===== src/rtl/clink_pkg.sv =====
package clink_pkg;
  localparam int PAY_W  = 72;
  localparam int CRC_W  = 8;
  localparam int UNIT_W = PAY_W + CRC_W;
  localparam logic [CRC_W-1:0] CRC_POLY = 8'h07;

  // Bit-serial CRC, payload MSB first, zero seed, no final inversion
  function automatic logic [CRC_W-1:0] crc_calc(input logic [PAY_W-1:0] d);
    logic [CRC_W-1:0] c;
    logic fb;
    c = '0;
    for (int i = PAY_W - 1; i >= 0; i--) begin
      fb = c[CRC_W-1] ^ d[i];
      c  = {c[CRC_W-2:0], 1'b0};
      if (fb) c = c ^ CRC_POLY;
    end
    return c;
  endfunction
endpackage


===== src/rtl/clink_tx.sv =====
module clink_tx
  import clink_pkg::*;
#(
  parameter int LANES    = 20,
  parameter int RB_DEPTH = 8,
  parameter int CREDITS  = 8
) (
  input  logic             clk,
  input  logic             rst_n,
  input  logic             in_valid,
  output logic             in_ready,
  input  logic [PAY_W-1:0] in_data,
  input  logic             ack_i,
  input  logic             retry_i,
  input  logic             credit_i,
  output logic             lane_vld,
  output logic             lane_rply,
  output logic [LANES-1:0] lane_data
);
  localparam int BEATS = UNIT_W / LANES;
  localparam int BW    = (BEATS > 1) ? $clog2(BEATS) : 1;
  localparam int PW    = $clog2(RB_DEPTH) + 1;
  localparam int AW    = PW - 1;
  localparam int CW    = $clog2(CREDITS + 1);

  logic [PAY_W-1:0]  mem [RB_DEPTH];
  logic [PW-1:0]     wr, rd, snd, sel;
  logic [CW-1:0]     cred;
  logic              busy, rew_pend, rply_q, rew_eff, can_start, last, slot_free, full, in_fire;
  logic [BW-1:0]     bcnt;
  logic [UNIT_W-1:0] shreg;
  logic [PAY_W-1:0]  nxt_pay;

  assign full      = (wr - rd) == PW'(RB_DEPTH);
  assign in_ready  = (cred != '0) && !full;
  assign in_fire   = in_valid && in_ready;
  assign rew_eff   = rew_pend || retry_i;
  assign sel       = rew_eff ? rd : snd;
  assign can_start = sel != wr;
  assign last      = busy && (bcnt == BW'(BEATS - 1));
  assign slot_free = !busy || last;
  assign nxt_pay   = mem[sel[AW-1:0]];

  assign lane_vld  = busy;
  assign lane_rply = rply_q;
  assign lane_data = shreg[LANES-1:0];

  always_ff @(posedge clk) begin
    if (in_fire) mem[wr[AW-1:0]] <= in_data;
  end

  always_ff @(posedge clk) begin
    if (!rst_n) begin
      wr       <= '0;
      rd       <= '0;
      snd      <= '0;
      cred     <= CW'(CREDITS);
      busy     <= 1'b0;
      rew_pend <= 1'b0;
      rply_q   <= 1'b0;
      bcnt     <= '0;
      shreg    <= '0;
    end else begin
      if (in_fire) wr <= wr + PW'(1);
      if (ack_i)   rd <= rd + PW'(1);
      if (in_fire && !credit_i)      cred <= cred - CW'(1);
      else if (!in_fire && credit_i) cred <= cred + CW'(1);
      if (slot_free) begin
        if (can_start) begin
          shreg    <= {crc_calc(nxt_pay), nxt_pay};
          busy     <= 1'b1;
          bcnt     <= '0;
          rply_q   <= rew_eff;
          snd      <= sel + PW'(1);
          rew_pend <= 1'b0;
        end else begin
          busy   <= 1'b0;
          rply_q <= 1'b0;
          if (retry_i) rew_pend <= 1'b1;
        end
      end else begin
        bcnt  <= bcnt + BW'(1);
        shreg <= shreg >> LANES;
        if (retry_i) rew_pend <= 1'b1;
      end
    end
  end

  // an accept with no returning credit lowers the count by exactly one
  p_credit_step_r1: assert property (@(posedge clk) disable iff (!rst_n)
    (in_fire && !credit_i) |=> (cred == $past(cred) - CW'(1)));

  // the count never rises above its starting value
  p_credit_cap_r1: assert property (@(posedge clk) disable iff (!rst_n)
    cred <= CW'(CREDITS));

  // the replay buffer never holds more than its depth
  p_rb_bound_r6: assert property (@(posedge clk) disable iff (!rst_n)
    (wr - rd) <= PW'(RB_DEPTH));
endmodule


===== src/rtl/clink_rx.sv =====
module clink_rx
  import clink_pkg::*;
#(
  parameter int LANES    = 20,
  parameter int RX_DEPTH = 8
) (
  input  logic             clk,
  input  logic             rst_n,
  input  logic             lane_vld,
  input  logic             lane_rply,
  input  logic [LANES-1:0] lane_data,
  output logic             out_valid,
  input  logic             out_ready,
  output logic [PAY_W-1:0] out_data,
  output logic             ack_o,
  output logic             retry_o,
  output logic             credit_o
);
  localparam int BEATS = UNIT_W / LANES;
  localparam int BW    = (BEATS > 1) ? $clog2(BEATS) : 1;
  localparam int AS_W  = UNIT_W - LANES;
  localparam int QW    = $clog2(RX_DEPTH);
  localparam int NW    = $clog2(RX_DEPTH + 1);

  logic [AS_W-1:0]   asm_q;
  logic [BW-1:0]     bcnt;
  logic              discard, done, keep, good, push, pop;
  logic [UNIT_W-1:0] unit_w;
  logic [PAY_W-1:0]  fifo [RX_DEPTH];
  logic [QW-1:0]     wp, rp;
  logic [NW-1:0]     cnt;

  assign unit_w   = {lane_data, asm_q};
  assign good     = crc_calc(unit_w[PAY_W-1:0]) == unit_w[UNIT_W-1:PAY_W];
  assign done     = lane_vld && (bcnt == BW'(BEATS - 1));
  assign keep     = !discard || lane_rply;
  assign push     = done && keep && good;
  assign out_valid = cnt != '0;
  assign out_data  = fifo[rp];
  assign pop      = out_valid && out_ready;
  assign credit_o = pop;

  always_ff @(posedge clk) begin
    if (push) fifo[wp] <= unit_w[PAY_W-1:0];
  end

  always_ff @(posedge clk) begin
    if (!rst_n) begin
      asm_q   <= '0;
      bcnt    <= '0;
      discard <= 1'b0;
      ack_o   <= 1'b0;
      retry_o <= 1'b0;
      wp      <= '0;
      rp      <= '0;
      cnt     <= '0;
    end else begin
      ack_o   <= 1'b0;
      retry_o <= 1'b0;
      if (lane_vld) begin
        asm_q <= {lane_data, asm_q[AS_W-1:LANES]};
        bcnt  <= done ? '0 : bcnt + BW'(1);
      end
      if (done && keep) begin
        if (good) begin
          ack_o   <= 1'b1;
          discard <= 1'b0;
        end else begin
          retry_o <= 1'b1;
          discard <= 1'b1;
        end
      end
      if (push) wp <= wp + QW'(1);
      if (pop)  rp <= rp + QW'(1);
      if (push && !pop)      cnt <= cnt + NW'(1);
      else if (!push && pop) cnt <= cnt - NW'(1);
    end
  end

  // credits keep the receive buffer from overflowing
  p_no_overflow_r2: assert property (@(posedge clk) disable iff (!rst_n)
    push |-> (cnt != NW'(RX_DEPTH)) || pop);

  // a stalled output holds its payload
  p_out_hold_r8: assert property (@(posedge clk) disable iff (!rst_n)
    (out_valid && !out_ready) |=> (out_valid && $stable(out_data)));
endmodule


===== src/rtl/credit_link.sv =====
module credit_link
  import clink_pkg::*;
#(
  parameter int LANES    = 20,
  parameter int RB_DEPTH = 8,
  parameter int RX_DEPTH = 8,
  parameter int CREDITS  = 8
) (
  input  logic             clk,
  input  logic             rst_n,
  input  logic             in_valid,
  output logic             in_ready,
  input  logic [PAY_W-1:0] in_data,
  output logic             out_valid,
  input  logic             out_ready,
  output logic [PAY_W-1:0] out_data,
  output logic             txl_vld,
  output logic             txl_rply,
  output logic [LANES-1:0] txl_data,
  input  logic             rxl_vld,
  input  logic             rxl_rply,
  input  logic [LANES-1:0] rxl_data
);
  logic ack, retry, credit;

  clink_tx #(.LANES(LANES), .RB_DEPTH(RB_DEPTH), .CREDITS(CREDITS)) u_tx (
    .clk(clk), .rst_n(rst_n),
    .in_valid(in_valid), .in_ready(in_ready), .in_data(in_data),
    .ack_i(ack), .retry_i(retry), .credit_i(credit),
    .lane_vld(txl_vld), .lane_rply(txl_rply), .lane_data(txl_data)
  );

  clink_rx #(.LANES(LANES), .RX_DEPTH(RX_DEPTH)) u_rx (
    .clk(clk), .rst_n(rst_n),
    .lane_vld(rxl_vld), .lane_rply(rxl_rply), .lane_data(rxl_data),
    .out_valid(out_valid), .out_ready(out_ready), .out_data(out_data),
    .ack_o(ack), .retry_o(retry), .credit_o(credit)
  );
endmodule


===== config.mk =====
export PLATFORM = sky130hd
export DESIGN_NAME = credit_link
export DESIGN_NICKNAME = d
export VERILOG_FILES = /design/src/rtl/clink_pkg.sv /design/src/rtl/clink_tx.sv /design/src/rtl/clink_rx.sv /design/src/rtl/credit_link.sv
export SDC_FILE = /design/constraint.sdc
export NUM_CORES = 2
export LEC_CHECK = 0
export ABC_AREA = 1
export BUFFER_PORTS_ARGS = -buffer_cell sky130_fd_sc_hd__buf_2
export CORE_UTILIZATION = 56
export DETAILED_ROUTE_END_ITERATION = 12
export GPL_TIMING_DRIVEN = 0
export PLACE_DENSITY = 0.75
export SLEW_MARGIN = 20
export SYNTH_ARGS = -nofsm -noshare
export SYNTH_HDL_FRONTEND = slang
export SYNTH_SLANG_ARGS = --single-unit

===== constraint.sdc =====
create_clock -name clk -period 8 [get_ports clk]
set_clock_uncertainty 0.05 [all_clocks]
set_input_delay 0.8 -clock clk [delete_from_list [all_inputs] [get_ports clk]]
set_output_delay 0.8 -clock clk [all_outputs]
set_load 0.02 [all_outputs]

==> impl_metrics.ini <==
[outcome]
status = finished, final reports clean

[setup_path]
critPathKind = register to register
critPathSlowestCell = nor2_4
crit_fanout = 23
cp_slowest_stage_delay_ps = 690
end_kind = register
required_ps = 8400
crit_path_frequent_cell = nand2_1
critPathArrivalTime_ps = 7550
cp-start-kind = register

[grt]
grt_pass1_vias = 42614
grt_max_degree = 27
antenna_found_initial = 25
globalRouteOverflowTotal = 0
grt_pass1_wl_um = 242000
grt_use_total_pct = 29.8

[sta]
fmax_ghz = 0.140
slew_headroom_pct = 18.7
maxSlewViolCount = 0
setup_violations = 0
rsz0062_at_grt = false
fin_crit_sh_pct = 89.4
fin_tns_setup_ps = 0
tightestPinTransition_ps = 1220
hold_violations = 0
fin_crit_ps = 7150

[layout]
multiInputGateArea_mm2 = 0.0178
stdcell_area_mm2 = 0.0672
drive_gt1_share_pct = 11.3
final_cells = 7696
nNetsFinal = 6309
syn_to_final_growth_pct = 14.1
nFillCells = 7898
seqCellArea_mm2 = 0.0382

[die]
ios = 194
die-width_um = 326
chipHeight_um = 326
die_area_mm2 = 0.106
start_util_pct = 56.6
coreArea_mm2 = 0.104
row_count = 118

[synthesis]
yosysTopAreaCellShare_pct = 58.8
synthArstFlopShare_pct = 0
synth_mux_area_share_pct = 0
synth_edf_count = 1152
yosys_most_used_dff = edfxtp_1
syn_area_mm2 = 0.0589
ys_ff_latch = 1331
synth_compound_area_share_pct = 10.5
synth_cells = 5809
syn-num-nets = 5925
synthTopCellsByCount = 1152 x edfxtp_1, 1059 x nand2_1, 870 x nor2_1, 652 x o21ai_0, 445 x nand3_1
synth_top_area_cell = edfxtp_1
yosys.area_share.xor_xnor_pct = 1.11
synth_cell_type_count = 48
synthAdderAreaFrac_pct = 0.408
synth_area_leaders = edfxtp_1 59%, nand2_1 6.8%, dfxtp_1 6.1%
postSynthAreaPerCell_um2 = 10.1
yosysMostFrequentCell = edfxtp_1
ys_warn_count = 0
synth_top_family_by_area = simple AND/OR/NAND/NOR gates
synth-simple-area-share_pct = 18.0
seq_area_frac_synth_pct = 64.8

[route]
viasPerCell = 5.82
antenna_left = 0
remaining_drc_errors = 0
wl_um = 162000
drt-initial-drc-count = 4659
vias = 44788
dr.pass1.iters = 6
wl_per_cell_um = 21.0

[clock_tree]
post_cts_resized = 0
cts-root-buf = clkbuf_16
postCtsSetupRepairBufs = 0
cts_buffer_depth = 3
clkTransAtPathRegs_ps = 60
cts_tree = yes
hold_buffers = 0
clock-sinks = 1331
cts_made_buffers = 134
htreeDepth = 4
insertion_delay_ps = 750

[placement]
gp_congestion = 0.947
place_area_mm2 = 0.0629
io_buffers = 193
dp_hpwl_um = 111000
dp_cells = 7437

[job]
maxCapViolations = 0

[hold_path]
hold_class = input pin to register
[worst max-delay path, delay by kind of cell (launching register included)]
kind          cells  cell delay, ps
buf+inv           3             560
simple gates     36            4950
xor+xnor          3             610
flops             1             640
[per-stage QoR]
step / util (%) / setup slack, ps / hold WS [ps]
after detailed placement: 60.5 / 349 / 410
after global routing: 64.6 / 209 / 252
after CTS: 64.6 / 872 / 220
after floorplan: - / -408 / 380
final: 64.7 / 846 / 258
after global placement: 59.2 / -4150 / 395
[final timing paths]
check | cells past startpoint | endpoint | slack (ps) | startpoint
max | 42 | u_rx.fifo[3][20] | 850 | u_rx.asm_q[58]
min | 1 | u_tx.mem[3][27] | 260 | in_data[27]
max reg2reg | 42 | u_rx.fifo[3][20] | 850 | u_rx.asm_q[58]
min reg2reg | 2 | u_tx.bcnt[1] | 430 | u_tx.bcnt[1]
[cell type report]
cell class | count | share of cell area (%)
repair buffers | 248 | 3.27
clock inverters | 63 | 0.821
clock buffers | 180 | 5.49
flip-flops and latches | 1331 | 56.8
inverters | 440 | 2.46
well taps | 1380 | 2.57
plain buffers | 297 | 2.02
multi-input cells | 3741 | 26.5
diodes | 16 | 0.0596
[metal layers]
layer | track usage [%] | vias up | part of all wire, %
met5 | 0 | - | 0.044
met4 | 13.0 | 10 | 3.9
met3 | 5.08 | 382 | 8.8
met2 | 51.1 | 2057 | 49
met1 | 37.2 | 21437 | 38
li1 | - | 20902 | -
[sequential cells by signal (all words and copies together) (netlist names), named ones only]
name and flops:
u_rx.fifo 576, u_tx.lane_vld 1, u_rx.bcnt 2, u_tx.wr 4, u_tx.mem 576, u_tx.shreg 80
u_rx.cnt 4, u_rx.asm_q 60, u_tx.lane_rply 1, u_tx.rew_pend 1, u_tx.rd 4, u_tx.bcnt 2
u_rx.discard 1, u_rx.rp 3, u_rx.retry_o 1, u_rx.wp 3, u_tx.snd 4, u_rx.ack_o 1
u_tx.cred 4
[logic make-up (layout without fill, tap and decap cells)]
family                     after synthesis  after routing
DFF                                   1331           1331
adders and majority gates               18             18
xor gates and xnor gates                64             64
and+or+nand+nor                       2536           2536
other                                    0             16
AOI/OAI and AO/OA                     1123           1123
buffers and inverters                  737           1228
[placed cells by master, fill, tap and decap left out, types with 11 or more instances in the layout]
cell       Yosys  final
a31oi_1       77     77
nand2_1     1059   1059
a22oi_1       21     21
buf_12         0     36
a221oi_1      36     36
o22ai_1      185    185
inv_1        397    397
xnor2_1       21     21
clkinv_2       1     21
diode_2        0     16
nor2_1       870    858
clkinv_1       4     23
inv_2         38     38
nand3b_1      32     32
dfxtp_1      179    179
ha_1          16     16
clkbuf_1     191    222
buf_1         18     18
buf_16         0     18
o21ai_1       22     22
nand3_2       11     11
xor2_1        31     31
o21ai_0      652    652
nand3_1      445    445
buf_4         42     42
clkbuf_16      0    139
a21oi_1      115    115
edfxtp_1    1152   1152
buf_2         41    234
nand2_2       87     87
nor2_4         2     18
Power is left out: the tool's default activity adds up to more than one toggle a clock period on the data nets, which glitch-free logic cannot reach.
